`src/rtl/hbs_pkg.sv`:
```
package hbs_pkg;
   typedef enum logic [1:0] {
      ST_OFF  = 2'd0,
      ST_IDLE = 2'd1,
      ST_RUN  = 2'd2
   } seq_state_e;

   localparam int NUM_LEGS = 2;
   localparam int LEG_LO   = 0;
   localparam int LEG_HI   = 1;
endpackage

```
`src/rtl/hbs_period_ctr.sv`:
```
module hbs_period_ctr #(
   parameter int CNT_W = 16
) (
   input  logic             clk,
   input  logic             rst_n,
   input  logic             count_en,
   input  logic [CNT_W-1:0] period,
   output logic [CNT_W-1:0] cnt,
   output logic             wrap
);
   localparam int EW = CNT_W + 1;

   // last clock of an oscillator cycle; a period of 0 or 1 wraps every clock
   assign wrap = count_en && ((EW'(cnt) + EW'(1)) >= EW'(period));

   always_ff @(posedge clk) begin
      if (!rst_n)
         cnt <= '0;
      else if (!count_en || wrap)
         cnt <= '0;
      else
         cnt <= cnt + CNT_W'(1);
   end
endmodule

```
`src/rtl/hbs_ontime.sv`:
```
module hbs_ontime #(
   parameter int CNT_W  = 16,
   parameter int DUTY_W = 8,
   parameter int DT_W   = 8
) (
   input  logic [CNT_W-1:0]  period,
   input  logic [DT_W-1:0]   dt_a,
   input  logic [DT_W-1:0]   dt_b,
   input  logic [DUTY_W-1:0] duty_cmd,
   input  logic [CNT_W-1:0]  ss_lim,
   output logic [CNT_W-1:0]  t_on
);
   localparam int EW = CNT_W + 1;
   localparam int PW = CNT_W + DUTY_W;

   logic [EW-1:0]    overhead;
   logic [CNT_W-1:0] lim;
   logic [PW-1:0]    prod;
   logic [CNT_W-1:0] cut;
   logic [CNT_W-1:0] cmd_on;

   always_comb begin
      overhead = EW'(dt_a) + EW'(dt_b) + EW'(1);
      lim      = (EW'(period) > overhead) ? CNT_W'(EW'(period) - overhead) : '0;
      prod     = PW'(duty_cmd) * PW'(lim);
      cut      = CNT_W'(prod >> DUTY_W);
      cmd_on   = lim - cut;
      t_on     = (ss_lim < cmd_on) ? ss_lim : cmd_on;
   end
endmodule

```
`src/rtl/hbs_leg.sv`:
```
module hbs_leg #(
   parameter int CNT_W = 16,
   parameter int DT_W  = 8
) (
   input  logic             clk,
   input  logic             rst_n,
   input  logic             shut,
   input  logic             active,
   input  logic             freewheel,
   input  logic [CNT_W-1:0] cnt,
   input  logic [DT_W-1:0]  dt_a,
   input  logic [DT_W-1:0]  dt_b,
   input  logic [CNT_W-1:0] t_on,
   output logic             pri,
   output logic             sec
);
   localparam int EW = CNT_W + 2;

   logic [EW-1:0] on_start, on_end, sr_end, pos;
   logic          pri_d, sec_d, pri_q, sec_q;

   always_comb begin
      pos      = EW'(cnt);
      on_start = EW'(dt_a);
      on_end   = on_start + EW'(t_on);
      sr_end   = on_end + EW'(dt_b);
      pri_d    = active && (pos >= on_start) && (pos < on_end);
      sec_d    = freewheel && !(active && (pos < sr_end));
   end

   always_ff @(posedge clk) begin
      if (!rst_n || shut) begin
         pri_q <= 1'b0;
         sec_q <= 1'b0;
      end else begin
         pri_q <= pri_d;
         sec_q <= sec_d;
      end
   end

   // shutdown takes effect without waiting for an edge
   assign pri = pri_q & ~shut;
   assign sec = sec_q & ~shut;
endmodule

```
`src/rtl/hb_gate_seq.sv`:
```
module hb_gate_seq
   import hbs_pkg::*;
#(
   parameter int CNT_W  = 16,
   parameter int DUTY_W = 8,
   parameter int DT_W   = 8,
   parameter int IDLE_W = 8
) (
   input  logic              clk,
   input  logic              rst_n,
   input  logic              enable,
   input  logic              uv_fault,
   input  logic [CNT_W-1:0]  period,
   input  logic [IDLE_W-1:0] idle_cycles,
   input  logic [CNT_W-1:0]  min_on,
   input  logic [CNT_W-1:0]  ss_step,
   input  logic [DT_W-1:0]   dt_pri,
   input  logic [DT_W-1:0]   dt_sec,
   input  logic [DUTY_W-1:0] duty_cmd,
   output logic              pri_lo,
   output logic              pri_hi,
   output logic              sec_lo,
   output logic              sec_hi
);
   localparam int IEW = IDLE_W + 1;
   localparam int SEW = CNT_W + 1;

   if (CNT_W < DT_W + 2) begin : g_bad_cnt
      initial $fatal(1, "hb_gate_seq: CNT_W must exceed DT_W by at least 2");
   end
   if (DUTY_W < 2) begin : g_bad_duty
      initial $fatal(1, "hb_gate_seq: DUTY_W must be at least 2");
   end
   if (IDLE_W < 1) begin : g_bad_idle
      initial $fatal(1, "hb_gate_seq: IDLE_W must be at least 1");
   end

   seq_state_e        state_q;
   logic [IDLE_W-1:0] idle_cnt;
   logic [CNT_W-1:0]  ss_q, ss_sat, ss_use, t_next, t_q;
   logic [SEW-1:0]    ss_sum;
   logic              side_q, pulse_q, shut, wrap, idle_last;
   logic [CNT_W-1:0]  cnt;
   logic [NUM_LEGS-1:0] pri_v, sec_v;

   assign shut = uv_fault | ~enable;

   hbs_period_ctr #(.CNT_W(CNT_W)) u_ctr (
      .clk      (clk),
      .rst_n    (rst_n),
      .count_en ((state_q != ST_OFF) && !shut),
      .period   (period),
      .cnt      (cnt),
      .wrap     (wrap)
   );

   always_comb begin
      ss_sum    = SEW'(ss_q) + SEW'(ss_step);
      ss_sat    = ss_sum[CNT_W] ? '1 : ss_sum[CNT_W-1:0];
      ss_use    = (state_q == ST_RUN) ? ss_sat : ss_q;
      idle_last = (IEW'(idle_cnt) + IEW'(1)) >= IEW'(idle_cycles);
   end

   hbs_ontime #(.CNT_W(CNT_W), .DUTY_W(DUTY_W), .DT_W(DT_W)) u_ontime (
      .period   (period),
      .dt_a     (dt_pri),
      .dt_b     (dt_sec),
      .duty_cmd (duty_cmd),
      .ss_lim   (ss_use),
      .t_on     (t_next)
   );

   always_ff @(posedge clk) begin
      if (!rst_n || shut) begin
         state_q  <= ST_OFF;
         idle_cnt <= '0;
         ss_q     <= '0;
         t_q      <= '0;
         side_q   <= 1'b0;
         pulse_q  <= 1'b0;
      end else begin
         unique case (state_q)
            ST_OFF: begin
               state_q  <= ST_IDLE;
               idle_cnt <= '0;
               ss_q     <= min_on;
               side_q   <= 1'b0;
               pulse_q  <= 1'b0;
            end
            ST_IDLE: begin
               if (wrap) begin
                  if (idle_last) begin
                     state_q <= ST_RUN;
                     t_q     <= t_next;
                     pulse_q <= (t_next != '0);
                     side_q  <= 1'b0;
                  end else begin
                     idle_cnt <= idle_cnt + IDLE_W'(1);
                  end
               end
            end
            ST_RUN: begin
               if (wrap) begin
                  ss_q    <= ss_sat;
                  t_q     <= t_next;
                  pulse_q <= (t_next != '0);
                  side_q  <= pulse_q ? ~side_q : side_q;
               end
            end
            default: state_q <= ST_OFF;
         endcase
      end
   end

   for (genvar g = 0; g < NUM_LEGS; g++) begin : g_leg
      hbs_leg #(.CNT_W(CNT_W), .DT_W(DT_W)) u_leg (
         .clk       (clk),
         .rst_n     (rst_n),
         .shut      (shut),
         .active    ((state_q == ST_RUN) && pulse_q && (side_q == 1'(g))),
         .freewheel ((state_q == ST_IDLE) || (state_q == ST_RUN)),
         .cnt       (cnt),
         .dt_a      (dt_pri),
         .dt_b      (dt_sec),
         .t_on      (t_q),
         .pri       (pri_v[g]),
         .sec       (sec_v[g])
      );
   end

   assign pri_lo = pri_v[LEG_LO];
   assign pri_hi = pri_v[LEG_HI];
   assign sec_lo = sec_v[LEG_LO];
   assign sec_hi = sec_v[LEG_HI];
endmodule

```
`config.mk`:
```
export PLATFORM = sky130hd
export DESIGN_NAME = hb_gate_seq
export DESIGN_NICKNAME = d
export VERILOG_FILES = /design/src/rtl/hbs_pkg.sv /design/src/rtl/hbs_period_ctr.sv /design/src/rtl/hbs_ontime.sv /design/src/rtl/hbs_leg.sv /design/src/rtl/hb_gate_seq.sv
export SDC_FILE = /design/constraint.sdc
export NUM_CORES = 1
export LEC_CHECK = 0
export ABC_AREA = 1
export BUFFER_PORTS_ARGS = -buffer_cell sky130_fd_sc_hd__buf_2
export CAP_MARGIN = 10
export CORE_MARGIN = 1.5
export CORE_UTILIZATION = 54
export DETAILED_ROUTE_END_ITERATION = 12
export GPL_ROUTABILITY_DRIVEN = 0
export MAX_ROUTING_LAYER = met4
export PLACE_DENSITY = 0.75
export SYNTH_ARGS = -nofsm -noshare
export SYNTH_HDL_FRONTEND = slang
export SYNTH_HIERARCHICAL = 1
export SYNTH_SLANG_ARGS = --single-unit
```
`constraint.sdc`:
```
create_clock -name clk -period 10.2 [get_ports clk]
set_clock_uncertainty 0.2 [all_clocks]
set_input_delay 1.02 -clock clk [delete_from_list [all_inputs] [get_ports clk]]
set_output_delay 1.02 -clock clk [all_outputs]
set_load 0.05 [all_outputs]
```
# == After elaboration in Yosys (flattened, before gate mapping) ==
# Index checks and enable logic that the tools add are counted.
# totals
wordCells,107
regBits,64
# op_classes
reduce_logical,35
order_cmp,7
eq_ne,7
bitwise,10
n_mux,25
n_mul,1
addsub,11
# op_table
op,count
two-way mux 16 bit,8
case mux 16 bit (2 select lines),2
< comparator 16 x 18 -> 1 bit,2
subtractor 16 bit,2
multiplier 8 x 16 -> 24 bit,1
adder 18 x 8 -> 18 bit,1
adder 16 x 1 -> 17 bit (second input constant),1
adder 16 x 16 -> 17 bit,1
adder 8 x 16 -> 17 bit,1
greater-or-equal comparator 17 x 16 -> 1 bit,1
greater-than comparator 16 x 17 -> 1 bit,1
adder 16 x 1 -> 16 bit (second input constant),1
greater-or-equal comparator 16 x 8 -> 1 bit,1
< comparator 16 bit,1
two-way mux 8 bit,2
case mux 8 bit (2 select lines),1
nonzero test 16 bit,1
logical AND 1 bit,13
adder 9 x 1 -> 10 bit (second input constant),1
adder 8 x 1 -> 9 bit (second input constant),1
adder 8 x 8 -> 9 bit,1
greater-or-equal comparator 9 x 8 -> 1 bit,1
adder 8 x 1 -> 8 bit (second input constant),1
AND reduction 4 bit,2
other kinds (20),48

# == Depth between registers and ports, before layout ==
# depth
depth_word,12
ltp_mapped,67
mapped_depth_nobuf,65

# == Hierarchy ==
# The synthesis kept the hierarchy.
# by_module_without_submodules
module,area_per_inst_um2,instances,cells_each
hbs_ontime,6013.3,1,855
hb_gate_seq,3385.7,1,541
hbs_leg at g_leg[0].u_leg,2401.1,1,390
hbs_leg at g_leg[1].u_leg,2351.0,1,392
hbs_period_ctr,1482.7,1,204

# == Least setup slack after synthesis ==
# Ideal clock, no wire load.
# synth_path
path_kind,input -> register
startpoint,input dt_pri[0]
endpoint,register pulse_q
required_time_ns,9.890
slack_ns,-0.739
arrival_time_ns,10.629
path_stages,59
path_buffers,2
setup_time_ns,0.110
cell_sequence,inv_1 -> ha_1 -> fa_1 -> o21ai_0 -> a21oi_1 -> o21ai_0 -> xnor2_1 -> ha_1 -> nand2_4 -> nor2_4 -> nand3_2 -> nand2_2 -> nand2_2 -> nand2_4 -> nand2_1 -> inv_1 -> buf_2 -> nand3_1 -> (+23 left out) -> nand2_1 -> inv_1 -> nand3_1 -> nand2_1 -> ha_1 -> nand2_1 -> nor2_1 -> a2111oi_0 -> nand2_1 -> inv_1 -> clkbuf_1 -> o21ai_0 -> nor4_1 -> nand4_1 -> nand2_1 -> nand4_1 -> nand2_1 -> nor2_1
# synth_via
elab_chain_len,12
word_cells_on_any_way,14
classes_between,add/sub: 4; mul: 1; order compare: 2; mux: 6; reduce/logical: 1
# synth_rtl
item,line,rtl
start: declaration,hb_gate_seq.sv:17,"input logic [DT_W-1:0] dt_pri,"
adder 8 x 8 -> 9 bit *,hbs_ontime.sv:23,overhead = EW'(dt_a) + EW'(dt_b) + EW'(1);
adder 9 x 1 -> 10 bit *,hbs_ontime.sv:23,
subtractor 16 bit / greater-than comparator 16 x 17 -> 1 bit (equally long branches),hbs_ontime.sv:24,lim = (EW'(period) > overhead) ? CNT_W'(EW'(period) - overhead) : '0;
two-way mux 16 bit *,hbs_ontime.sv:24,
multiplier 8 x 16 -> 24 bit,hbs_ontime.sv:25,prod = PW'(duty_cmd) * PW'(lim);
subtractor 16 bit *,hbs_ontime.sv:27,cmd_on = lim - cut;
< comparator 16 bit,hbs_ontime.sv:28,t_on = (ss_lim < cmd_on) ? ss_lim : cmd_on;
two-way mux 16 bit *,hbs_ontime.sv:28,
named net t_next[12],hb_gate_seq.sv:40,"logic [CNT_W-1:0] ss_q, ss_sat, ss_use, t_next, t_q;"
nonzero test 16 bit *,"hb_gate_seq.sv:95, hb_gate_seq.sv:106",
two-way mux 1 bit,hb_gate_seq.sv:92,if (idle_last) begin
two-way mux 1 bit,hb_gate_seq.sv:91,if (wrap) begin
case mux 1 bit (3 select lines) *,hb_gate_seq.sv:82,unique case (state_q)
end signal: assignment,hb_gate_seq.sv:95,pulse_q <= (t_next != '0);
end signal: assignment,hb_gate_seq.sv:106,pulse_q <= (t_next != '0);
end: declaration,hb_gate_seq.sv:42,"logic side_q, pulse_q, shut, wrap, idle_last;"
# Mark *: on every way through the listed nets, which the timed path passes. The rest lies on a longest branch. The select of a mux whose other input is x is not followed.
# A chain may end at the register's enable or synchronous reset.

# == Final worst setup path ==
# layout_path
startpoint,input dt_sec[1]
endpoint,register pulse_q
# layout_via
elab_chain_len,12
word_cells_on_any_way,14
classes_between,add/sub: 4; mul: 1; order compare: 2; mux: 6; reduce/logical: 1
# layout_rtl
item,line,rtl
start: declaration,hb_gate_seq.sv:18,"input logic [DT_W-1:0] dt_sec,"
adder 8 x 8 -> 9 bit *,hbs_ontime.sv:23,
adder 9 x 1 -> 10 bit *,hbs_ontime.sv:23,
subtractor 16 bit / greater-than comparator 16 x 17 -> 1 bit (equally long branches),hbs_ontime.sv:24,
two-way mux 16 bit *,hbs_ontime.sv:24,
multiplier 8 x 16 -> 24 bit,hbs_ontime.sv:25,
subtractor 16 bit *,hbs_ontime.sv:27,
< comparator 16 bit,hbs_ontime.sv:28,
two-way mux 16 bit *,hbs_ontime.sv:28,
named net t_next[13],hb_gate_seq.sv:40,
nonzero test 16 bit *,"hb_gate_seq.sv:95, hb_gate_seq.sv:106",
two-way mux 1 bit,hb_gate_seq.sv:92,
two-way mux 1 bit,hb_gate_seq.sv:91,
case mux 1 bit (3 select lines) *,hb_gate_seq.sv:82,
# Marks and branches as above.

==> impl_metrics.toml <==
[status]
outcome = "finished, violations left"
violations = "setup timing"

[finish]
finalNetCount = 3113
final_cell_mix = "547 x sky130_fd_sc_hd__nand2_1, 391 x sky130_fd_sc_hd__inv_1, 227 x sky130_fd_sc_hd__buf_4"
multiInputGateArea_mm2 = 0.01370
area.growth.synth_to_final_pct = 26.60
final_area_mm2 = 0.01979
post_route_cells_drive_above_1_share_pct = 25.54
final.fill_count = 2252
layout_commonest_cell = "sky130_fd_sc_hd__nand2_1"
final-seq-area_mm2 = 0.001281

[sta]
maxSlewViolCount = 0
rsz0062_at_grt = "yes"
finalHoldViolations = 0
min_period_over_period_pct = 105.2
tightestPinTransition_ns = 1.006
fmax_mhz = 93.21
finalWorstPathRequiredPeriod_ns = 10.73
maxSlewHeadroom_pct = 32.54
setup_violations = 6
final_worst_slack_ns = -0.5282

[clock_network]
ctsRootBufferMaster = "sky130_fd_sc_hd__clkbuf_16"
clock_tree.htree_level_count = 3
clk_transition_reported_paths_ns = 0.06
cts_made_buffers = 9
worst_skew_pair.late_latency_ns = 0.34
tritoncts = "yes"
max-clock-path-buffers = 2
cts.sinks = 64

[routing]
drt.antenna.violating_nets = 0
drcViolationCount = 0
avgRoutedWirePerCell_um = 15.84
firstDrtPassIters = 6
number_of_design_rule_violations_left_by_the_first_detailed_router_iteration = 1272
postRouteWirelength_mm = 48.82
dr_total_vias = 16788
drt-vias-per-instance = 5.445

[worst_setup_path]
endpoint_kind = "register"
reg2regPathDepth = 29
critical_path_required_ns = 10.23
critical_path.most_common_cell = "sky130_fd_sc_hd__nand2_2"
worstSetupStartpointType = "input pin"
slowest_delay_ns = 0.58
arrival_time_at_the_worst_endpoint_ns = 10.76
cp_max_fo = 5
cpMaxStageDelayCell = "sky130_fd_sc_hd__fa_1"
criticalPathCategory = "in -> reg"

[synth]
synthDominantAreaCellType = "sky130_fd_sc_hd__ha_1"
ys_types = 56
synth_area_mm2 = 0.01563
syn-instance-count = 2382
synth_area_leaders = "sky130_fd_sc_hd__ha_1 20%, sky130_fd_sc_hd__nand2_1 14%, sky130_fd_sc_hd__fa_1 12%, sky130_fd_sc_hd__inv_1 9.9%, sky130_fd_sc_hd__dfxtp_1 8.2%"
number_of_warnings_printed_during_yosys_synthesis = 6
synth.ff_latch_count = 64
synth-seq-area-share_pct = 8.195
postSynthAreaPerCell_um2 = 6.563
yosysTopAreaCellShare_pct = 19.61
synth.net_count = 2802

[place]
detailed_place_hpwl_mm = 37.89
portBuffers = 87
area_after_detailed_placement_mm2 = 0.01810

[min_path]
worstHoldPathType = "reg -> reg"
timing.hold.worst_path_depth = 2

[die]
dieHeight_um = 173.2
die_area_mm2 = 0.02998
area_inside_the_core_boundary_mm2 = 0.02863
start_util_pct = 54.62
rows = 62
fp.dieW_um = 173.2
floorplan.io_pins = 88

[grt]
antenna_found_initial = 1
grt_first_pass_wirelength_mm = 76.13
groute.usage.overall_pct = 31.49
number_of_global_route_vias_before_repair = 16216
overflow = 0
pin_count_of_the_biggest_net_entering_global_routing = 38

[job]
maxcap_violations = 0
## Yosys cell counts (all sizes together)
cell type  count
nor2         300
nand3        130
nand2        623
a21oi        161
or2           10
a31o           1
o221ai         3
o21a          10
ha           245
a21o          13
clkbuf        21
o21bai         6
clkinv         3
nand3b         9
dfxtp         64
nand4         41
a211oi         5
buf            7
nor3          24
a21boi         4
inv          426
and2           6
o21ai         72
xnor2         31
nor4           9
xor2          61
a31oi          5
fa            91
a2111oi        1
## stage by stage
step	cells	hold slack, ns	setup WS (ns)	utilization, %	TNS [ns]
after floorplan	2382	0.2553	0.005856	-	0
after global placement	3029	0.2699	-0.7017	63.22	-5.201
after detailed placement	3029	0.2741	-1.021	63.22	-10.72
after CTS	3058	0.2842	-0.3001	65.50	-0.3001
after global routing	3083	0.3196	-0.9822	69.15	-6.052
final	3083	0.2850	-0.5282	69.15	-0.6025
## routing by layer
metal  track usage [%]  vias to the layer above  routed length (µm)
met1             37.10                     7829               20020
li1                  -                     8188                   -
met4             13.91                        0                2216
met3             3.474                      181                2525
met5                 -                        -                   0
met2             54.18                      590               24060
## registers in the layout, indices dropped and copies added (netlist names)
name	flops
side_q	1
g_leg.u_leg/sec_q	2
pulse_q	1
ss_q	16
u_ctr/cnt	16
idle_cnt	8
g_leg.u_leg/pri_q	2
t_q	16
state_q	2
## critical path: cells and delay by family
family / cells / cell delay (ns)
AO/OA/AOI/OAI: 12 / 1.54
XOR/XNOR: 3 / 0.43
adder cells (fa/ha/maj): 9 / 3.54
buffers and inverters: 10 / 1.15
AND/OR/NAND/NOR: 28 / 3.06
## area by class of cell
type	instances	share of cell area [%]
antenna	1	0.01264
tap	384	2.427
multi-input combinational	1861	69.23
timing repair inverter	3	0.1580
clock inverter	7	0.6322
timing repair buffer	325	11.67
sequential	64	6.473
clock buffer	9	1.138
inverter	429	8.262
## logic make-up after synthesis
| group | Yosys count | synth area share (%) |
|---|---|---|
| simple gates | 1152 | 33.85 |
| buf+inv | 457 | 11.26 |
| fa+ha+maj | 336 | 31.26 |
| compound gates | 281 | 10.08 |
| xor+xnor | 92 | 5.346 |
| flops | 64 | 8.195 |
## worst paths after layout
kind	end	startpoint	slack (ns)
min	idle_cnt[1]$_SDFFE_PP0P_	idle_cnt[1]$_SDFFE_PP0P_	0.29
max	pulse_q$_SDFFE_PP0P_	dt_sec[1]	-0.53
max reg2reg	pulse_q$_SDFFE_PP0P_	ss_q[0]$_SDFFE_PP0P_	4.84
min reg2reg	idle_cnt[1]$_SDFFE_PP0P_	idle_cnt[1]$_SDFFE_PP0P_	0.29
## timing repair
action / 4_1_cts / 5_1_grt
pin swaps: 34 / 120
hold buffers: 0 / 0
setup buffers: 11 / 25
cloned: 2 / 1
endpoints found under the hold margin: 0 / 0
gates resized for setup: 55 / 214
endpoints found under the setup margin: 17 / 17
Power is not shown: default switching activity piles up to over one toggle a cycle in this logic, so the estimate is an artifact.
